==> config.mk <==
export PLATFORM = sky130hd
export DESIGN_NAME = rankSleepCtrl
export DESIGN_NICKNAME = d
export VERILOG_FILES = /design/src/rtl/rankPwrPkg.sv /design/src/rtl/rankPwrDatapath.sv /design/src/rtl/rankPwrCtrl.sv /design/src/rtl/rankSleepCtrl.sv
export SDC_FILE = /design/constraint.sdc
export NUM_CORES = 1
export LEC_CHECK = 0
export CAP_MARGIN = 20
export CELL_PAD_IN_SITES_DETAIL_PLACEMENT = 1
export CELL_PAD_IN_SITES_GLOBAL_PLACEMENT = 1
export CORE_ASPECT_RATIO = 1.25
export CORE_UTILIZATION = 29
export DETAILED_ROUTE_END_ITERATION = 6
export DONT_BUFFER_PORTS = 1
export PLACE_DENSITY_LB_ADDON = 0.1
export SYNTH_ARGS = -nofsm -noshare
export SYNTH_HDL_FRONTEND = slang
export SYNTH_SLANG_ARGS = --single-unit
==> constraint.sdc <==
create_clock -name clk -period 6.05 [get_ports clk]
set_input_delay 0.9075 -clock clk [delete_from_list [all_inputs] [get_ports clk]]
set_output_delay 0.9075 -clock clk [all_outputs]
set_load 0.02 [all_outputs]
==> src/rtl/rankPwrPkg.sv <==
`timescale 1ns/1ps
package rankPwrPkg;

  typedef enum logic [2:0] {
    ST_IDLE       = 3'd0,
    ST_BANKS_OPEN = 3'd1,
    ST_NAP_OPEN   = 3'd2,
    ST_NAP_CLOSED = 3'd3,
    ST_SELF_REF   = 3'd4,
    ST_REFRESH    = 3'd5
  } pwrState_e;

  // strobes passed from the control FSM to the datapath
  typedef struct packed {
    logic enterNow;
    logic exitNow;
    logic fromSelfRef;
  } pwrStrobe_t;

  function automatic logic isSleep(input pwrState_e s);
    return (s == ST_NAP_OPEN) || (s == ST_NAP_CLOSED) || (s == ST_SELF_REF);
  endfunction

endpackage

==> src/rtl/rankPwrDatapath.sv <==
`timescale 1ns/1ps
module rankPwrDatapath
  import rankPwrPkg::*;
#(
  parameter int QCNT_W    = 6,
  parameter int EV_W      = 6,
  parameter int IDLE_W    = 16,
  parameter int TXP_CYC   = 4,
  parameter int TXS_CYC   = 10,
  parameter int MIN_SLEEP = 2
) (
  input  logic              clk,
  input  logic              rstN,
  input  logic              rdEnq,
  input  logic              wrEnq,
  input  logic              rdRespSched,
  input  logic              rdDone,
  input  logic              wrIssue,
  input  logic              wrDone,
  input  logic              preSched,
  input  logic              preDone,
  input  logic              nextDirWrite,
  input  logic              sleeping,
  input  pwrStrobe_t        strobe,
  output logic              readyNext,
  output logic              holdOk,
  output logic              queuesBusy,
  output logic              windowBusy,
  output logic [IDLE_W-1:0] idleCycles
);

  localparam int WIN_MAX   = (TXP_CYC > TXS_CYC) ? TXP_CYC : TXS_CYC;
  localparam int WIN_W     = $clog2(WIN_MAX + 1);
  localparam int HOLD_W    = $clog2(MIN_SLEEP + 1);
  localparam int HOLD_LOAD = MIN_SLEEP - 1;
  localparam int NUM_Q     = 2;   // index 0: reads, 1: writes

  // queued read / write counters
  logic [NUM_Q-1:0]  qInc, qDec;
  logic [QCNT_W-1:0] qCnt  [NUM_Q];
  logic [QCNT_W-1:0] qNext [NUM_Q];

  assign qInc = {wrEnq, rdEnq};
  assign qDec = {wrIssue, rdDone};

  for (genvar g = 0; g < NUM_Q; g++) begin : gQueue
    assign qNext[g] = qCnt[g] + QCNT_W'(qInc[g]) - QCNT_W'(qDec[g]);

    always_ff @(posedge clk or negedge rstN) begin
      if (!rstN) qCnt[g] <= '0;
      else       qCnt[g] <= qNext[g];
    end

    assert_no_queue_underflow_R3: assert property (@(posedge clk) disable iff (!rstN)
      qDec[g] |-> (qCnt[g] != '0) || qInc[g]);
  end

  // outstanding activity counter
  logic [1:0]      evInc, evDec;
  logic [EV_W-1:0] evCnt, evNext;

  assign evInc  = 2'(preSched) + 2'(rdRespSched) + 2'(wrIssue);
  assign evDec  = 2'(preDone) + 2'(rdDone) + 2'(wrDone);
  assign evNext = evCnt + EV_W'(evInc) - EV_W'(evDec);

  always_ff @(posedge clk or negedge rstN) begin
    if (!rstN) evCnt <= '0;
    else       evCnt <= evNext;
  end

  assert_no_event_underflow_R3: assert property (@(posedge clk) disable iff (!rstN)
    ((EV_W+1)'(evCnt) + (EV_W+1)'(evInc)) >= (EV_W+1)'(evDec));

  // readiness looks at the counts after this cycle's pulses
  assign readyNext  = (nextDirWrite ? (qNext[1] == '0) : (qNext[0] == '0)) &&
                      (evNext == '0);
  assign queuesBusy = (qCnt[0] != '0) || (qCnt[1] != '0);

  // minimum residency after entry
  logic [HOLD_W-1:0] holdCnt;
  always_ff @(posedge clk or negedge rstN) begin
    if (!rstN)                 holdCnt <= '0;
    else if (strobe.enterNow)  holdCnt <= HOLD_W'(HOLD_LOAD);
    else if (holdCnt != '0)    holdCnt <= holdCnt - 1'b1;
  end
  assign holdOk = (holdCnt == '0);

  // exit latency window
  logic [WIN_W-1:0] winCnt;
  always_ff @(posedge clk or negedge rstN) begin
    if (!rstN)
      winCnt <= '0;
    else if (strobe.exitNow)
      winCnt <= strobe.fromSelfRef ? WIN_W'(TXS_CYC) : WIN_W'(TXP_CYC);
    else if (winCnt != '0)
      winCnt <= winCnt - 1'b1;
  end
  assign windowBusy = (winCnt != '0);

  assert_window_load_R9: assert property (@(posedge clk) disable iff (!rstN)
    strobe.exitNow |=> windowBusy);

  // saturating sleep-cycle total
  always_ff @(posedge clk or negedge rstN) begin
    if (!rstN)
      idleCycles <= '0;
    else if (sleeping && (idleCycles != '1))
      idleCycles <= idleCycles + 1'b1;
  end

  assert_idle_advance_R11: assert property (@(posedge clk) disable iff (!rstN)
    (sleeping && (idleCycles != '1)) |=> idleCycles == $past(idleCycles) + IDLE_W'(1));

  assert_idle_hold_R11: assert property (@(posedge clk) disable iff (!rstN)
    !sleeping |=> $stable(idleCycles));

endmodule

==> src/rtl/rankPwrCtrl.sv <==
`timescale 1ns/1ps
module rankPwrCtrl
  import rankPwrPkg::*;
#(
  parameter int BANK_CNT_W = 4
) (
  input  logic                  clk,
  input  logic                  rstN,
  input  logic [BANK_CNT_W-1:0] banksOpen,
  input  logic                  refActive,
  input  logic                  wakeReq,
  input  logic                  srefReq,
  input  logic                  rdDone,
  input  logic                  preDone,
  input  logic                  readyNext,
  input  logic                  holdOk,
  input  logic                  queuesBusy,
  output pwrState_e             state,
  output logic                  sleepNow,
  output pwrStrobe_t            strobe,
  output logic                  enterStb,
  output logic                  exitStb
);

  pwrState_e nextState;
  logic      wakePend, wakeAny, sleepNext, lastBankClosing;

  assign wakeAny         = wakeReq || wakePend;
  assign lastBankClosing = preDone && (banksOpen == BANK_CNT_W'(1));

  always_comb begin
    nextState = state;
    case (state)
      ST_IDLE: begin
        if (refActive)                nextState = ST_REFRESH;
        else if (banksOpen != '0)     nextState = ST_BANKS_OPEN;
        else if (rdDone && readyNext) nextState = ST_NAP_CLOSED;
      end
      ST_BANKS_OPEN: begin
        if (lastBankClosing)          nextState = readyNext ? ST_NAP_CLOSED : ST_IDLE;
        else if (rdDone && readyNext) nextState = ST_NAP_OPEN;
      end
      ST_NAP_OPEN: begin
        if (holdOk && wakeAny)        nextState = ST_BANKS_OPEN;
      end
      ST_NAP_CLOSED: begin
        if (holdOk && wakeAny)                     nextState = ST_IDLE;
        else if (holdOk && srefReq && readyNext)   nextState = ST_SELF_REF;
      end
      ST_SELF_REF: begin
        if (holdOk && queuesBusy)     nextState = ST_IDLE;
      end
      ST_REFRESH: begin
        if (!refActive)               nextState = ST_IDLE;
      end
      default:                        nextState = ST_IDLE;
    endcase
  end

  assign sleepNow  = isSleep(state);
  assign sleepNext = isSleep(nextState);

  always_comb begin
    strobe.enterNow    = (!sleepNow && sleepNext) ||
                         ((state == ST_NAP_CLOSED) && (nextState == ST_SELF_REF));
    strobe.exitNow     = sleepNow && !sleepNext;
    strobe.fromSelfRef = (state == ST_SELF_REF);
  end

  always_ff @(posedge clk or negedge rstN) begin
    if (!rstN) begin
      state    <= ST_IDLE;
      wakePend <= 1'b0;
      enterStb <= 1'b0;
      exitStb  <= 1'b0;
    end else begin
      state    <= nextState;
      enterStb <= strobe.enterNow;
      exitStb  <= strobe.exitNow;
      if (strobe.exitNow)
        wakePend <= 1'b0;
      else if ((sleepNow || strobe.enterNow) && wakeReq)
        wakePend <= 1'b1;
    end
  end

  assert_min_sleep_R6: assert property (@(posedge clk) disable iff (!rstN)
    (sleepNow && !holdOk) |=> sleepNow);

  assert_wake_to_open_R7: assert property (@(posedge clk) disable iff (!rstN)
    (state == ST_NAP_OPEN && !sleepNext) |=> state == ST_BANKS_OPEN);

  assert_selfref_stay_R8: assert property (@(posedge clk) disable iff (!rstN)
    (state == ST_SELF_REF && !queuesBusy) |=> state == ST_SELF_REF);

  assert_strobe_exclusive_R10: assert property (@(posedge clk) disable iff (!rstN)
    !(enterStb && exitStb));

  assert_exit_strobe_R10: assert property (@(posedge clk) disable iff (!rstN)
    exitStb |-> !sleepNow);

endmodule

==> src/rtl/rankSleepCtrl.sv <==
`timescale 1ns/1ps
module rankSleepCtrl
  import rankPwrPkg::*;
#(
  parameter int BANKS      = 8,
  parameter int QCNT_W     = 6,
  parameter int EV_W       = 6,
  parameter int IDLE_W     = 16,
  parameter int TXP_CYC    = 4,
  parameter int TXS_CYC    = 10,
  parameter int MIN_SLEEP  = 2,
  localparam int BANK_CNT_W = $clog2(BANKS + 1)
) (
  input  logic                  clk,
  input  logic                  rstN,
  input  logic                  rdEnq,
  input  logic                  wrEnq,
  input  logic                  rdRespSched,
  input  logic                  rdDone,
  input  logic                  wrIssue,
  input  logic                  wrDone,
  input  logic                  preSched,
  input  logic                  preDone,
  input  logic [BANK_CNT_W-1:0] banksOpen,
  input  logic                  nextDirWrite,
  input  logic                  refActive,
  input  logic                  wakeReq,
  input  logic                  srefReq,
  output logic [2:0]            pwrState,
  output logic                  enterStb,
  output logic                  exitStb,
  output logic                  cmdBlock,
  output logic [IDLE_W-1:0]     idleCycles
);

  pwrState_e  state;
  pwrStrobe_t strobe;
  logic       sleepNow, readyNext, holdOk, queuesBusy, windowBusy;

  rankPwrCtrl #(.BANK_CNT_W(BANK_CNT_W)) uCtrl (
    .clk        (clk),
    .rstN       (rstN),
    .banksOpen  (banksOpen),
    .refActive  (refActive),
    .wakeReq    (wakeReq),
    .srefReq    (srefReq),
    .rdDone     (rdDone),
    .preDone    (preDone),
    .readyNext  (readyNext),
    .holdOk     (holdOk),
    .queuesBusy (queuesBusy),
    .state      (state),
    .sleepNow   (sleepNow),
    .strobe     (strobe),
    .enterStb   (enterStb),
    .exitStb    (exitStb)
  );

  rankPwrDatapath #(
    .QCNT_W    (QCNT_W),
    .EV_W      (EV_W),
    .IDLE_W    (IDLE_W),
    .TXP_CYC   (TXP_CYC),
    .TXS_CYC   (TXS_CYC),
    .MIN_SLEEP (MIN_SLEEP)
  ) uPath (
    .clk          (clk),
    .rstN         (rstN),
    .rdEnq        (rdEnq),
    .wrEnq        (wrEnq),
    .rdRespSched  (rdRespSched),
    .rdDone       (rdDone),
    .wrIssue      (wrIssue),
    .wrDone       (wrDone),
    .preSched     (preSched),
    .preDone      (preDone),
    .nextDirWrite (nextDirWrite),
    .sleeping     (sleepNow),
    .strobe       (strobe),
    .readyNext    (readyNext),
    .holdOk       (holdOk),
    .queuesBusy   (queuesBusy),
    .windowBusy   (windowBusy),
    .idleCycles   (idleCycles)
  );

  assign pwrState = state;
  assign cmdBlock = sleepNow || windowBusy;

  assert_block_after_wake_R9: assert property (@(posedge clk) disable iff (!rstN)
    exitStb |-> cmdBlock);

endmodule

Word level (Yosys, flattened, before mapping)
Cells that the tools add are included.

storage, ports and cells
  register bits after elaboration = 46
  input port bits = 18
  output and inout port bits = 22
  logic and storage cells = 89

cells by class
  add/subtract/negate cells = 13
  equal/unequal tests = 10
  mux-type cells = 20
  reduce and logical (&&, ||, !) cells = 36

operators with widths
  cell                   count
  $mux 3                 10
  $logic_not 6->1        3
  $pmux 3 s6             1
  $add 16x1->16 const B  1
  $ne 16x16->1 const B   1
  $add 6x1->6            2
  $eq 3x2->1 const B     4
  $logic_and 1x1->1      12
  $mux 4                 3
  $reduce_bool 6->1      2
  $sub 6x1->6            2
  $eq 3x3->1 const B     3
  $logic_or 1x1->1       9
  $reduce_bool 2->1      4
  $reduce_bool 4->1      2
  $add 6x2->6            1
  $mux 2                 3
  $sub 6x2->6            1
  $add 1x1->2            2
  $add 2x1->2            2
  $eq 4x1->1 const B     1
  $sub 4x1->4 const B    1
  $eq 3x1->1 const B     1
  $logic_not 3->1        1
  4 further kinds        7

Depth between registers and ports, before layout
  depth after elaboration = 20
  depth in mapped cells = 15
  mapped depth without buffers = 15

Modules after synthesis
Synthesis repeated with hierarchy kept, for this count alone.

unflattened totals
  cells, all modules = 275
  area, all modules = 2,852.7 µm²

by module, submodules not included
  module           instances  cells an instance  area an instance (µm²)  sequential area each (µm²)
  rankPwrDatapath  1          230                2,422.3                 1,001.0
  rankPwrCtrl      1          44                 424.2                   150.1
  rankSleepCtrl    1          1                  6.3                     0.0

Worst setup path before layout
OpenSTA, ideal clock, no wires.

  kind = in2reg
  from = input port rdDone
  to = register uPath.holdCnt[1]
  setup time = 137 ps
  arrival = 4,222 ps
  required time = 5,913 ps
  slack = 1,691 ps
  stages on the path = 15
  buffers on the path = 0
  path through = ha_1 > fa_1 > fa_1 > inv_1 > ha_1 > fa_1 > xor2_1 > nor3_1 > o221a_2 > nand3_1 > or3_4 > o21a_1 > clkinv_4 > a21o_1 > a21oi_1

between the ends
  word-level cells in the longest chain between the ends = 16
  elaborated cells on any way between the ends = 29
  classes of those cells = 4 x add/sub; 3 x eq/ne; 11 x mux; 11 x reduce/logical

ends and longest elaborated chain
  item                                         line                                  source
  from (decl)                                  rankSleepCtrl.sv:19                   input logic rdDone,
  $add 1x1->2 (*)                              rankPwrDatapath.sv:63                 assign evDec = 2'(preDone) + 2'(rdDone) + 2'(wrDone);
  $add 2x1->2 (*)                              rankPwrDatapath.sv:63
  $sub 6x2->6 (*)                              rankPwrDatapath.sv:64                 assign evNext = evCnt + EV_W'(evInc) - EV_W'(evDec);
  via uPath.evNext[2]                          rankPwrDatapath.sv:60                 logic [EV_W-1:0] evCnt, evNext;
  $logic_not 6->1 (*)                          rankPwrDatapath.sv:76                 (evNext == '0);
  $logic_and 1x1->1 (*)                        rankPwrDatapath.sv:75                 assign readyNext = (nextDirWrite ? (qNext[1] == '0) : (qNext[0] == '0)) &&
  $logic_and 1x1->1                            rankPwrCtrl.sv:37, rankPwrCtrl.sv:41
  $mux 3                                       rankPwrCtrl.sv:37                     else if (rdDone && readyNext) nextState = ST_NAP_CLOSED;
  $mux 3                                       rankPwrCtrl.sv:36                     else if (banksOpen != '0) nextState = ST_BANKS_OPEN;
  $mux 3                                       rankPwrCtrl.sv:35                     if (refActive) nextState = ST_REFRESH;
  $pmux 3 s6 (*)                               rankPwrCtrl.sv:33                     case (state)
  via uCtrl.nextState[2]                       rankPwrCtrl.sv:25                     pwrState_e nextState;
  $eq 3x2->1                                   rankPwrPkg.sv:21                      return (s == ST_NAP_OPEN) || (s == ST_NAP_CLOSED) || (s == ST_SELF_REF);
  $logic_or 1x1->1 (2 in series)               rankPwrPkg.sv:21
  $logic_and 1x1->1                            rankPwrCtrl.sv:64                     strobe.enterNow = (!sleepNow && sleepNext) ||
  $logic_or 1x1->1 (*)                         rankPwrCtrl.sv:64
  $mux 2 or $reduce_bool 2->1 (tied branches)  -
  to (signal assigned)                         rankPwrDatapath.sv:83                 else if (strobe.enterNow) holdCnt <= HOLD_W'(HOLD_LOAD);
  to (signal assigned)                         rankPwrDatapath.sv:84                 else if (holdCnt != '0) holdCnt <= holdCnt - 1'b1;
  to (decl)                                    rankPwrDatapath.sv:80                 logic [HOLD_W-1:0] holdCnt;

The timed path passes the listed nets; every way through them passes the cells marked *.
A chain may end at the register's enable or synchronous reset.

Worst setup path in the final report
  from = input port rdDone
  to = register uPath.holdCnt[1]

between the ends
  word-level cells in the longest chain between the ends = 16
  elaborated cells on any way between the ends = 29
  classes of those cells = 4 x add/sub; 3 x eq/ne; 11 x mux; 11 x reduce/logical

ends and longest elaborated chain
  item                                         line
  $add 1x1->2 (*)                              rankPwrDatapath.sv:63
  $add 2x1->2 (*)                              rankPwrDatapath.sv:63
  $sub 6x2->6 (*)                              rankPwrDatapath.sv:64
  via uPath.evNext[2]                          rankPwrDatapath.sv:60
  $logic_not 6->1 (*)                          rankPwrDatapath.sv:76
  $logic_and 1x1->1 (*)                        rankPwrDatapath.sv:75
  $logic_and 1x1->1                            rankPwrCtrl.sv:37, rankPwrCtrl.sv:41
  $mux 3                                       rankPwrCtrl.sv:37
  $mux 3                                       rankPwrCtrl.sv:36
  $mux 3                                       rankPwrCtrl.sv:35
  $pmux 3 s6 (*)                               rankPwrCtrl.sv:33
  $eq 3x2->1                                   rankPwrPkg.sv:21
  $logic_or 1x1->1 (2 in series)               rankPwrPkg.sv:21
  $logic_and 1x1->1                            rankPwrCtrl.sv:64
  $logic_or 1x1->1 (*)                         rankPwrCtrl.sv:64
  $mux 2 or $reduce_bool 2->1 (tied branches)  -

Marked as above.

==> flow_summary.toml <==
[status]
status = "finished clean"

[critical_path]
path_delay_family = "adder cells"
cp-end-kind = "register"
cp.required_ns = 6.20
crit_path_top_delay_cell = "fa_1"
cpPeakStageDelay_ns = 0.49
crit_top_cell = "fa_1"
worst_setup_path_start_kind = "input pin"
crit_type = "input pin to register"
cp_max_fo = 6
worstPathCellList = "ha_1, fa_1, fa_1, inv_1, ha_1, fa_1, xor2_1, nor3_1, o221a_2, nand3_1, nor4_1, o221a_2, a21o_1, a21oi_1"
reg2reg_from = "uPath.qCnt[6]"
reg2regPathDepth = 14
reg2reg_setup_slack_ns = 2.48
critPathArrivalTime_ns = 4.50
rr_endpoint = "uPath.winCnt[1]"
cp_num_buf_inv = 1

[global_route]
track_usage_pct = 14.6
grt_pass1_wl_mm = 12.2
antenna_found_initial = 0
grt_pass1_vias = 2520
grt_max_degree = 47
grt-ovfl-total = 0

[cts]
clockRootBuffer = "clkbuf_16"
clockBufferDepth = 2
cts_tree = "yes"
htreeDepth = 2
clkSinkCount = 46
hold_buffers = 0
clkTransAtPathRegs_ns = 0.06
numCtsBuffers = 5
post_cts_buffers = 0
cts_resized = 0
worstSkewPairLatency_ns = 0.28

[place]
io_buffers = 0
dp_hpwl_mm = 5.76
gp_congestion = 0.736
dp_slack_ns = 1.36

[min_path]
hp-class = "input pin to asynchronous set/reset pin"

[finish]
syn_to_final_growth_pct = 10.5
drive_above_1_share_pct = 5.88
nets = 372
nFillCells = 1148
antenna_cells = 0

[timing]
rsz0062_at_grt = "false"
slew_violations = 0
fin_skew_ns = 0.00369
tightest_slew_ns = 0.777
fin_ws_ns = 1.70
min_period_over_period_pct = 71.9
setup_viol = 0
fmax_ghz = 0.230
finalCriticalPeriod_ns = 4.35
hold_violations = 0
slew_headroom_pct = 47.8
setup_tns_ns = 0

[power]
leakagePower_nw = 1.55
p_per_area_nw_per_um2 = 554
peakVddDrop_v = 0.000126

[yosys]
synth_flop_cell = "dfrtp_1"
syn_area_um2 = 3010
synthDistinctLibCells = 54
synthArstFlopShare_pct = 100
postSynthCellCount = 317
syn_area_per_cell_um2 = 9.50
ys_warn_count = 0
synthesis.nets = 367
synth_seq_cells = 46
synth_top_area_cell = "dfrtp_1"
ys_seq_area_share_pct = 38.2
synth_top_area_share_pct = 38.2
synth_edf_count = 0
yosys-top-cells-area = "dfrtp_1 38%, ha_1 11%, inv_1 6.0%"

[drt]
num_vias = 2261
wl_mm = 7.14
drt_pre_antenna_iters = 4
ant_nets = 0
drc = 0
routed_via_density = 5.00
first_iter_violations = 92
wl_per_cell_um = 15.8

[floorplan]
fp-row-count = 41
ios = 40
start_util_pct = 29.8
fp.dieW_um = 93.2
core_um2 = 10100
die_y_um = 116
dieArea_um2 = 10800

[flow_run]
max_cap_viol_count = 0
## layout by cell type, fill, tap and decap left out, types with 4 or more instances in the layout
master	netlist	layout
nand2_1	24	24
nand2b_1	6	6
xor2_1	8	8
fa_1	6	6
nor3_1	9	9
clkbuf_16	0	5
or3_1	4	4
inv_1	48	48
dfrtp_1	46	46
a21oi_1	18	18
xnor2_1	16	16
and3_1	5	5
ha_1	26	26
o21ai_0	6	6
nand3_1	16	16
nor2_1	19	19
## how the worst max path moves through the flow
stage                     startpoint          endpoint  cells past startpoint
after CTS                     rdDone  uPath.holdCnt[1]                     14
after detailed placement      rdDone  uPath.holdCnt[1]                     14
after global placement        rdDone  uPath.holdCnt[1]                     14
after floorplan               rdDone  uPath.holdCnt[1]                     15
final                         rdDone  uPath.holdCnt[1]                     14
after global routing          rdDone   uPath.winCnt[1]                     14
## registers in the layout, summed over array words and instances, names as in the netlist
name,flops
uPath.qCnt,12
uCtrl.wakePend,1
uPath.idleCycles,16
uCtrl.state,3
uPath.evCnt,6
uPath.winCnt,4
uCtrl.enterStb,1
uCtrl.exitStb,1
uPath.holdCnt,2
## metrics by stage
step	power (mW)	cell area (um2)	cells	util, %	hold WS, ns
after floorplan	1.31	3010	317	-	0.484
after global placement	1.56	3170	444	31.3	0.506
after detailed placement	1.58	3170	444	31.3	0.512
after CTS	1.89	3330	452	32.9	0.301
after global routing	2.04	3330	452	32.9	0.294
final	1.84	3330	452	32.9	0.311
## Yosys cell counts (all sizes together), types with 5 or more instances
cell type	n
inv	48
dfrtp	46
ha	26
nand2	24
nor2	19
a21oi	18
nand3	16
xnor2	16
nor3	9
xor2	8
o21ai	7
fa	6
nand2b	6
and3	5
or3	5
## report_power, final
part,switching (mW),total [mW],internal [mW]
Sequential,0.0973,0.522,0.425
Combinational,0.604,1.03,0.426
Clock,0.115,0.292,0.176
## per-layer routing
metal | up-vias | wire length [um] | share of wire [%] | track usage, %
met5 | - | 0 | 0 | 0
met4 | 0 | 167 | 2.3 | 5.33
met3 | 9 | 323 | 4.5 | 3.41
met2 | 44 | 3660 | 51 | 26.3
met1 | 1108 | 2990 | 42 | 16.7
li1 | 1100 | - | - | -
## cells by family after synthesis
group,share of synthesized area (%)
AND/OR/NAND/NOR,18.7
XOR/XNOR,6.98
multiplexers,0.665
AO/OA/AOI/OAI,14.1
buffers and inverters,6.52
flip-flops,38.2
adder cells (fa/ha/maj),14.8
## final cells by class
class / count / area (um2) / share of cell area (%)
inverters: 49 / 189 / 5.68
well taps: 129 / 161 / 4.85
clock buffers: 7 / 153 / 4.59
clock inverters: 1 / 8.76 / 0.263
multi-input cells: 220 / 1660 / 50.0
flip-flops and latches: 46 / 1150 / 34.6
Note: power is estimated with default switching activity, not from simulation.
